**config.mk**
```make
export PLATFORM = sky130hd
export DESIGN_NAME = spi_port_host
export DESIGN_NICKNAME = d
export VERILOG_FILES = /design/src/rtl/spi_port_pkg.sv /design/src/rtl/spi_port_fifo.sv /design/src/rtl/spi_port_shifter.sv /design/src/rtl/spi_port_irq.sv /design/src/rtl/spi_port_host.sv
export SDC_FILE = /design/constraint.sdc
export NUM_CORES = 1
export LEC_CHECK = 0
export ABC_AREA = 1
export BUFFER_PORTS_ARGS = -buffer_cell sky130_fd_sc_hd__buf_2
export CORE_ASPECT_RATIO = 1.75
export CORE_UTILIZATION = 46
export CTS_CLUSTER_SIZE = 10
export DETAILED_ROUTE_END_ITERATION = 10
export GPL_TIMING_DRIVEN = 0
export PLACE_DENSITY = 0.69
export SKIP_LAST_GASP = 1
export SYNTH_ARGS = -nofsm -noshare
export SYNTH_HDL_FRONTEND = slang
export SYNTH_SLANG_ARGS = --single-unit
```
**constraint.sdc**
```tcl
create_clock -name clk -period 4.9 [get_ports clk]
set_clock_uncertainty 0.05 [all_clocks]
set_input_delay 0.735 -clock clk [delete_from_list [all_inputs] [get_ports clk]]
set_output_delay 0.735 -clock clk [all_outputs]
set_load 0.03 [all_outputs]
```
**src/rtl/spi_port_pkg.sv**
```systemverilog
package spi_port_pkg;

    localparam int FRAME_MAX   = 16;
    localparam int FSZ_W       = $clog2(FRAME_MAX);
    localparam int DIV_W       = 12;
    localparam int THR_W       = 4;
    localparam int LVL_FIELD_W = 4;
    localparam int CNT_W       = DIV_W + 1;
    localparam int ADDR_W      = 6;

    localparam logic [ADDR_W-1:0] OFS_MAIN = 6'h00;
    localparam logic [ADDR_W-1:0] OFS_AUX  = 6'h04;
    localparam logic [ADDR_W-1:0] OFS_STAT = 6'h08;
    localparam logic [ADDR_W-1:0] OFS_DATA = 6'h10;
    localparam logic [ADDR_W-1:0] OFS_CSEL = 6'h18;

    typedef struct packed {
        logic [DIV_W-1:0] div;
        logic             en;
        logic [FSZ_W-1:0] fsz;
    } main_cfg_t;

    typedef struct packed {
        logic             ie_to;
        logic [THR_W-1:0] rx_thr;
        logic [THR_W-1:0] tx_thr;
        logic             cpha;
        logic             cpol;
        logic             ie_tx;
        logic             ie_rx;
    } aux_cfg_t;

    typedef enum logic {ENG_IDLE, ENG_SHIFT} eng_state_t;

    // Serial clock period in system clocks, never below two.
    function automatic logic [CNT_W-1:0] eff_period(input logic [DIV_W-1:0] field);
        logic [CNT_W-1:0] n;
        n = {1'b0, field} + 1'b1;
        return (n < CNT_W'(2)) ? CNT_W'(2) : n;
    endfunction

    // Queue level shown in a 4-bit status field.
    function automatic logic [LVL_FIELD_W-1:0] sat_level(input logic [15:0] lvl);
        return (lvl > 16'd15) ? 4'hF : lvl[LVL_FIELD_W-1:0];
    endfunction

endpackage

```
**src/rtl/spi_port_fifo.sv**
```systemverilog
module spi_port_fifo #(
    parameter int W     = 16,
    parameter int DEPTH = 16
) (
    input  logic                       clk,
    input  logic                       rst,
    input  logic                       flush,
    input  logic                       push,
    input  logic                       pop,
    input  logic [W-1:0]               din,
    output logic [W-1:0]               dout,
    output logic [$clog2(DEPTH+1)-1:0] level,
    output logic                       empty,
    output logic                       full
);
    localparam int AW = (DEPTH > 1) ? $clog2(DEPTH) : 1;
    localparam int LW = $clog2(DEPTH + 1);

    logic [W-1:0]  mem [DEPTH];
    logic [AW-1:0] wp_q, rp_q;
    logic [LW-1:0] cnt_q;
    logic          do_push, do_pop;

    assign empty   = (cnt_q == '0);
    assign full    = (cnt_q == LW'(DEPTH));
    assign do_push = push && !full;
    assign do_pop  = pop && !empty;
    assign dout    = mem[rp_q];
    assign level   = cnt_q;

    function automatic logic [AW-1:0] bump(input logic [AW-1:0] p);
        return (p == AW'(DEPTH - 1)) ? '0 : p + 1'b1;
    endfunction

    always_ff @(posedge clk) begin
        if (do_push && !flush) mem[wp_q] <= din;
    end

    always_ff @(posedge clk) begin
        if (rst || flush) begin
            wp_q  <= '0;
            rp_q  <= '0;
            cnt_q <= '0;
        end else begin
            if (do_push) wp_q <= bump(wp_q);
            if (do_pop)  rp_q <= bump(rp_q);
            case ({do_push, do_pop})
                2'b10:   cnt_q <= cnt_q + 1'b1;
                2'b01:   cnt_q <= cnt_q - 1'b1;
                default: cnt_q <= cnt_q;
            endcase
        end
    end

    AST_FIFO_HOLD_FULL: assert property (@(posedge clk) disable iff (rst)
        (cnt_q == LW'(DEPTH) && push && !pop && !flush) |=> (cnt_q == LW'(DEPTH)));

endmodule

```
**src/rtl/spi_port_shifter.sv**
```systemverilog
module spi_port_shifter
    import spi_port_pkg::*;
(
    input  logic                 clk,
    input  logic                 rst,
    input  logic                 en,
    input  logic [DIV_W-1:0]     div_field,
    input  logic [FSZ_W-1:0]     fsz,
    input  logic                 cpol,
    input  logic                 cpha,
    input  logic [FRAME_MAX-1:0] tx_data,
    input  logic                 tx_empty,
    input  logic                 rx_full,
    input  logic                 miso,
    output logic                 tx_pop,
    output logic                 rx_push,
    output logic [FRAME_MAX-1:0] rx_data,
    output logic                 sclk,
    output logic                 mosi,
    output logic                 busy
);
    eng_state_t           state_q;
    logic [CNT_W-1:0]     cyc_q;
    logic [FSZ_W-1:0]     bits_left_q;
    logic [FRAME_MAX-1:0] out_sh_q, in_sh_q;
    logic [CNT_W-1:0]     period, first_len;
    logic                 in_first, at_sample, at_end;

    assign period    = eff_period(div_field);
    assign first_len = period - (period >> 1);
    assign in_first  = (cyc_q < first_len);
    assign at_sample = (state_q == ENG_SHIFT) && (cyc_q == first_len - 1'b1);
    assign at_end    = (state_q == ENG_SHIFT) && (cyc_q == period - 1'b1);

    assign tx_pop  = (state_q == ENG_IDLE) && en && !tx_empty && !rx_full;
    assign rx_push = at_end && (bits_left_q == '0);
    assign rx_data = in_sh_q;
    assign busy    = (state_q == ENG_SHIFT);
    assign mosi    = busy ? out_sh_q[FRAME_MAX-1] : 1'b0;
    // Phase 0: idle level in the first half of a bit; phase 1: active level first.
    assign sclk    = busy ? (cpol ^ (cpha ? in_first : !in_first)) : cpol;

    always_ff @(posedge clk) begin
        if (rst || !en) begin
            state_q     <= ENG_IDLE;
            cyc_q       <= '0;
            bits_left_q <= '0;
            out_sh_q    <= '0;
            in_sh_q     <= '0;
        end else begin
            case (state_q)
                ENG_IDLE: begin
                    if (tx_pop) begin
                        state_q     <= ENG_SHIFT;
                        cyc_q       <= '0;
                        bits_left_q <= fsz;
                        out_sh_q    <= tx_data << (FSZ_W'(FRAME_MAX - 1) - fsz);
                        in_sh_q     <= '0;
                    end
                end
                default: begin
                    if (at_sample) in_sh_q <= {in_sh_q[FRAME_MAX-2:0], miso};
                    if (at_end) begin
                        cyc_q <= '0;
                        if (bits_left_q == '0) begin
                            state_q <= ENG_IDLE;
                        end else begin
                            bits_left_q <= bits_left_q - 1'b1;
                            out_sh_q    <= out_sh_q << 1;
                        end
                    end else begin
                        cyc_q <= cyc_q + 1'b1;
                    end
                end
            endcase
        end
    end

    AST_SCLK_IDLE_LEVEL: assert property (@(posedge clk) disable iff (rst)
        (state_q == ENG_IDLE) |-> (sclk == cpol));
    AST_MOSI_HELD_IN_BIT: assert property (@(posedge clk) disable iff (rst)
        (state_q == ENG_SHIFT && cyc_q != '0) |-> $stable(mosi));
    AST_POP_ONLY_WHEN_ROOM: assert property (@(posedge clk) disable iff (rst)
        tx_pop |-> (!tx_empty && !rx_full && en));

endmodule

```
**src/rtl/spi_port_irq.sv**
```systemverilog
module spi_port_irq
    import spi_port_pkg::*;
#(
    parameter int DEPTH      = 16,
    parameter int TO_PERIODS = 64
) (
    input  logic                       clk,
    input  logic                       rst,
    input  logic                       en,
    input  logic [DIV_W-1:0]           div_field,
    input  aux_cfg_t                   cfg,
    input  logic [$clog2(DEPTH+1)-1:0] tx_level,
    input  logic [$clog2(DEPTH+1)-1:0] rx_level,
    input  logic                       rx_push,
    input  logic                       rx_pop,
    output logic                       irq
);
    localparam int TOW = CNT_W + $clog2(TO_PERIODS) + 1;

    logic [THR_W:0]   tx_n, rx_n;
    logic [TOW-1:0]   limit, to_cnt_q;
    logic             to_flag_q, tx_hit, rx_hit;

    assign tx_n   = {1'b0, cfg.tx_thr} + 1'b1;
    assign rx_n   = {1'b0, cfg.rx_thr} + 1'b1;
    assign tx_hit = int'(tx_level) <= int'(tx_n);
    assign rx_hit = int'(rx_level) >= int'(rx_n);
    assign limit  = TOW'(eff_period(div_field)) * TOW'(TO_PERIODS);

    always_ff @(posedge clk) begin
        if (rst || !en || rx_push || rx_pop || rx_level == '0) begin
            to_cnt_q  <= '0;
            to_flag_q <= 1'b0;
        end else if (to_cnt_q == limit) begin
            to_flag_q <= 1'b1;
        end else begin
            to_cnt_q <= to_cnt_q + 1'b1;
        end
    end

    assign irq = en && ((cfg.ie_tx && tx_hit) ||
                        (cfg.ie_rx && rx_hit) ||
                        (cfg.ie_to && to_flag_q));

    AST_IRQ_NEEDS_ENABLE: assert property (@(posedge clk) disable iff (rst)
        irq |-> en);
    AST_TIMEOUT_CLEARED_BY_READ: assert property (@(posedge clk) disable iff (rst)
        rx_pop |=> !to_flag_q);

endmodule

```
**src/rtl/spi_port_host.sv**
```systemverilog
module spi_port_host
    import spi_port_pkg::*;
#(
    parameter int FIFO_DEPTH = 16,
    parameter int TO_PERIODS = 64
) (
    input  logic              clk,
    input  logic              rst,
    input  logic              bus_sel,
    input  logic              bus_wr,
    input  logic [ADDR_W-1:0] bus_addr,
    input  logic [31:0]       bus_wdata,
    output logic [31:0]       bus_rdata,
    output logic              sclk,
    output logic              mosi,
    input  logic              miso,
    output logic              cs_n,
    output logic              irq
);
    localparam int LW = $clog2(FIFO_DEPTH + 1);

    main_cfg_t            main_q;
    aux_cfg_t             aux_q;
    logic [1:0]           csel_q;
    logic                 wr_acc, rd_acc;
    logic                 tx_push, tx_pop, rx_push, rx_pop;
    logic [FRAME_MAX-1:0] tx_head, rx_head, rx_frame;
    logic [LW-1:0]        tx_lvl, rx_lvl;
    logic                 tx_empty, tx_full, rx_empty, rx_full;
    logic                 busy;
    logic                 unused_wbits;

    assign unused_wbits = ^{bus_wdata[31:20], bus_wdata[18:14], bus_wdata[5], bus_wdata[2]};

    assign wr_acc  = bus_sel && bus_wr;
    assign rd_acc  = bus_sel && !bus_wr;
    assign tx_push = wr_acc && (bus_addr == OFS_DATA) && main_q.en;
    assign rx_pop  = rd_acc && (bus_addr == OFS_DATA);

    always_ff @(posedge clk) begin
        if (rst) begin
            main_q <= '0;
            aux_q  <= '0;
            csel_q <= '0;
        end else if (wr_acc) begin
            case (bus_addr)
                OFS_MAIN: main_q <= '{div: bus_wdata[19:8], en: bus_wdata[7], fsz: bus_wdata[3:0]};
                OFS_AUX:  aux_q  <= '{ie_to: bus_wdata[19], rx_thr: bus_wdata[13:10],
                                      tx_thr: bus_wdata[9:6], cpha: bus_wdata[4], cpol: bus_wdata[3],
                                      ie_tx: bus_wdata[1], ie_rx: bus_wdata[0]};
                OFS_CSEL: csel_q <= bus_wdata[1:0];
                default:  ;
            endcase
        end
    end

    always_comb begin
        bus_rdata = '0;
        case (bus_addr)
            OFS_MAIN: begin
                bus_rdata[19:8] = main_q.div;
                bus_rdata[7]    = main_q.en;
                bus_rdata[3:0]  = main_q.fsz;
            end
            OFS_AUX: begin
                bus_rdata[19]    = aux_q.ie_to;
                bus_rdata[13:10] = aux_q.rx_thr;
                bus_rdata[9:6]   = aux_q.tx_thr;
                bus_rdata[4]     = aux_q.cpha;
                bus_rdata[3]     = aux_q.cpol;
                bus_rdata[1]     = aux_q.ie_tx;
                bus_rdata[0]     = aux_q.ie_rx;
            end
            OFS_STAT: begin
                bus_rdata[15:12] = sat_level(16'(rx_lvl));
                bus_rdata[11:8]  = sat_level(16'(tx_lvl));
                bus_rdata[3]     = !rx_empty;
                bus_rdata[2]     = !tx_full;
            end
            OFS_DATA: bus_rdata[FRAME_MAX-1:0] = rx_empty ? '0 : rx_head;
            OFS_CSEL: bus_rdata[1:0] = csel_q;
            default:  bus_rdata = '0;
        endcase
    end

    spi_port_fifo #(.W(FRAME_MAX), .DEPTH(FIFO_DEPTH)) tx_fifo_i (
        .clk(clk), .rst(rst), .flush(!main_q.en), .push(tx_push), .pop(tx_pop),
        .din(bus_wdata[FRAME_MAX-1:0]), .dout(tx_head), .level(tx_lvl),
        .empty(tx_empty), .full(tx_full));

    spi_port_fifo #(.W(FRAME_MAX), .DEPTH(FIFO_DEPTH)) rx_fifo_i (
        .clk(clk), .rst(rst), .flush(!main_q.en), .push(rx_push), .pop(rx_pop),
        .din(rx_frame), .dout(rx_head), .level(rx_lvl),
        .empty(rx_empty), .full(rx_full));

    spi_port_shifter shifter_i (
        .clk(clk), .rst(rst), .en(main_q.en), .div_field(main_q.div), .fsz(main_q.fsz),
        .cpol(aux_q.cpol), .cpha(aux_q.cpha), .tx_data(tx_head), .tx_empty(tx_empty),
        .rx_full(rx_full), .miso(miso), .tx_pop(tx_pop), .rx_push(rx_push),
        .rx_data(rx_frame), .sclk(sclk), .mosi(mosi), .busy(busy));

    spi_port_irq #(.DEPTH(FIFO_DEPTH), .TO_PERIODS(TO_PERIODS)) irq_i (
        .clk(clk), .rst(rst), .en(main_q.en), .div_field(main_q.div), .cfg(aux_q),
        .tx_level(tx_lvl), .rx_level(rx_lvl), .rx_push(rx_push), .rx_pop(rx_pop), .irq(irq));

    assign cs_n = csel_q[0] ? csel_q[1] : !(busy || (main_q.en && !tx_empty));

    AST_SOFT_SELECT_LEVEL: assert property (@(posedge clk) disable iff (rst)
        csel_q[0] |-> (cs_n == csel_q[1]));
    AST_DISABLED_WRITE_DROPPED: assert property (@(posedge clk) disable iff (rst)
        (wr_acc && bus_addr == OFS_DATA && !main_q.en) |=> (tx_lvl == '0));
    AST_RX_NEVER_OVER: assert property (@(posedge clk) disable iff (rst)
        rx_push |-> !rx_full);

endmodule

```
==> summary.txt <==
Power
  • Cell-internal power: 8930 µW
  • Clock power frac: 45.2%
  • Reg power frac: 52.1%
  • Gate power share: 2.6%
  • Power Density: 312 nW/µm²
  • Total power: 11,300 µW
  • Sw Share: 21.0%
  • Pleak: 0.0126 µW
  • Worst vdd ir: 0.316 mV
  • Switching pwr: 2380 µW

CTS
  • Clk slew on worst S/H paths: 0.06 ns
  • Inserted Clock Buffers: 75
  • CTS H-tree lvls: 3
  • Clk_lat worst skew: 0.63 ns
  • Root buffer cell: clkbuf_16
  • TritonCTS clock tree: done
  • CTS Sinks: 649
  • Longest Clk Path Bufs: 3
  • Hold Buf Count CTS: 0

Timing
  • RSZ-0062 raised after global routing: true
  • Max Clock Freq: 161 MHz
  • Slew Viols, Final: 0
  • Setup_tns: -18.05 ns
  • Period utilisation layout: 127%
  • Max-slew headroom: 18.6%
  • Slew @ Worst Pin: 1.21 ns
  • Final Hold Fails: 0
  • Final min period: 6.21 ns
  • Final setup viols: 218
  • Final setup margin: -1.31 ns

Floorplanning
  • Initial core utilization: 46.7%
  • Total I/O pin count: 79
  • Die ar.: 66,700 µm²
  • Num rows: 123
  • Core Box Area: 64,600 µm²
  • Die H: 341 µm
  • Chip width: 196 µm

Route
  • Vias: 23,700
  • Initial DRC Count: 2,475
  • Via/cell ratio: 6.03
  • Post-DRT Antenna Nets: 0
  • Avg WL per Cell: 25.3 µm
  • Router iterations before antenna repair: 9
  • WL final: 99,500 µm
  • Post-route DRC: 0

Finish
  • Layout area overhead: 20.1%
  • Filler cells: 5,256
  • Finished Layout Cells: 3,938
  • NumNets Final: 3,185
  • Layout cell share with drive strength beyond 1: 16.1%
  • Final Util: 56.1%
  • Post-Layout Inst Area: 36,300 µm²

Critical path
  • CP endpoint kind: output pin
  • Slowest-stage cell, CP: dfxtp_4
  • Data required, critical path: 4.12 ns
  • Kind of start point of the critical path: flop
  • Critical path data arrival time: 5.42 ns
  • CP Max Fanout: 3
  • R2R Setup Slk: -0.24 ns
  • Crit Path Class: reg -> out
  • Worst path max stage delay: 0.37 ns

Outcome
  • Status: finished with violations
  • Failing checks: setup timing

Placement
  • Placed inst area: 32,400 µm²
  • Hpwl dp: 68,800 µm
  • DP Cell Count: 3,708
  • Number of port buffers: 53
  • Global placement routability congestion: 0.961

Yosys
  • Yosys synthesis warning count: 0
  • Largest family of logic cells by synthesized area: compound AO/OA/AOI/OAI gates
  • Top-count cell post-synth: edfxtp_1
  • Adder-cell share of the synthesized area: 3.20%
  • Syn Inst Count: 2,799
  • Avg Cell Area, Syn: 10.8 µm²
  • Mapped Area: 30,200 µm²
  • Post-Synth XOR/XNOR Area: 2.30%
  • Synth top area share: 50.9%
  • Top post-synthesis cells by area: edfxtp_1 (51%), dfxtp_1 (9.1%), o21ai_0 (4.7%), mux2i_1 (3.8%), nand2_1 (3.7%)
  • Ys flop type: edfxtp_1
  • Synth Area in Compound Gates: 13.0%
  • FF+latch count, synth: 649
  • Mux contribution to synthesized area: 3.78%
  • Post-Synth Simple-Gate Area: 12.0%
  • Seq/Total Area, Yosys: 60.0%
  • Post-synth ARST share: 0%
  • Synth top cells by count: edfxtp_1 (512), nand2_1 (294), o21ai_0 (285)
  • Leading area contributor after synthesis: edfxtp_1
  • Synth cell types: 68
  • Number of synthesized flops with an enable pin: 512

Global routing
  • Grt total ovfl: 0
  • First-pass GRT wire length: 144,000 µm
  • Pin count of the biggest net entering global routing: 20
  • Initial antenna violation count: 1
  • Vias in the first global route: 24,000
  • GRT Util Overall: 29.2%

Hold path
  • Worst hold path type: in -> reg

Run
  • Max-cap violations: 0
-- through the flow --
stage | setup WS [ns] | hold slack (ns)
2_1_floorplan | -0.281 | 0.377
3_3_place_gp | -2.23 | 0.391
3_5_place_dp | -1.71 | 0.395
4_1_cts | -1.27 | 0.316
5_1_grt | -1.50 | 0.346
6_report | -1.31 | 0.325
-- worst max-delay path, delay by kind of cell, from the launching register on --
family / cells / cell delay [ns]
flops: 1 / 0.37
buf+inv: 3 / 0.36
xor+xnor: 3 / 0.73
compound gates: 8 / 1.10
fa+ha+maj: 4 / 0.90
simple gates: 14 / 1.36
-- final timing paths --
check                               from                     end  cells past startpoint
hold reg to reg   shifter_i.out_sh_q[13]  shifter_i.out_sh_q[13]                      2
setup reg to reg              main_q[12]   shifter_i.rx_data[13]                     32
hold / removal                       rst                aux_q[3]                      2
setup / recovery              main_q[12]                    sclk                     32
-- power by group through the flow --
| stage | Clock (µW) | Sequential, µW | Combinational, µW |
|---|---|---|---|
| after floorplan | 0 | 6010 | 156 |
| after global placement | 0 | 6010 | 242 |
| after detailed placement | 0 | 6010 | 248 |
| after CTS | 5140 | 5890 | 283 |
| after global routing | 5340 | 5890 | 319 |
| final | 5110 | 5890 | 299 |
-- cell families after synthesis --
group                      count (synthesis)
xor gates and xnor gates                  68
buffers and inverters                    421
adders and majority gates                 76
AOI/OAI and AO/OA                        661
muxes                                    114
other                                      1
DFF                                      649
and+or+nand+nor                          809
-- timing repair --
item,4_1_cts,5_1_grt
setup buffers,88,16
gates resized for setup,144,65
setup endpoints to repair,332,344
pin swaps,60,52
gates cloned,4,5
-- flip-flops by register name, indices dropped and copies added, names as in the netlist, 5 cells and up, named ones only --
signal	count
tx_fifo_i.mem	256
shifter_i.out_sh_q	16
shifter_i.rx_data	16
rx_fifo_i.mem	256
irq_i.to_cnt_q	20
aux_q	13
tx_fifo_i.level	5
main_q	17
shifter_i.cyc_q	13
rx_fifo_i.level	5
-- cells in the final DEF (no fill, tap or decap), types with 11 or more instances in the layout --
cell       netlist  layout
xor2_1          46      41
xnor2_1         13      11
o32ai_1         11      11
ha_1            74      66
clkbuf_16        0      81
a211oi_1        26      26
buf_2            8      60
a21oi_2         16      22
o22ai_1         32      32
nor3_1          34      25
nor2_4           5      26
nand2_2         18      26
buf_4           13      55
nand3_2         13      18
o21ai_0        285     283
conb_1           1      12
edfxtp_1       512     512
buf_8            1      17
buf_6            3      34
o221ai_1        52      52
clkbuf_1        98     148
dfxtp_1        137     126
a21oi_1        160     153
buf_16           0      16
buf_12           0      19
o211ai_1        37      37
inv_2           11      14
nand3_1        119     113
buf_1           20      16
nor2_1         258     218
inv_1          256     251
mux2i_1        114     114
nand4_1         32      32
nand2_1        294     276
nor2_2           6      25
-- cell type report --
class                   count  area (µm²)  share of cell area, %
flip-flops and latches    649       18100                   50.0
plain buffers             146         677                   1.87
repair buffers            180        2090                   5.75
diodes                      1        2.50                0.00690
well taps                 812        1020                   2.80
clock inverters             8        72.6                  0.200
inverters                 274        1040                   2.86
multi-input cells        1740       11100                   30.6
clock buffers             128        2120                   5.84
-- routing by layer --
layer / vias up / track usage [%] / share of wire [%]
li1: 10500 / - / -
met1: 11500 / 29.5 / 32
met2: 1338 / 54.5 / 53
met3: 408 / 4.61 / 7.7
met4: 2 / 20.0 / 7.6
met5: - / 0 / 0.012
Note: power is estimated with default switching activity, not from simulation.
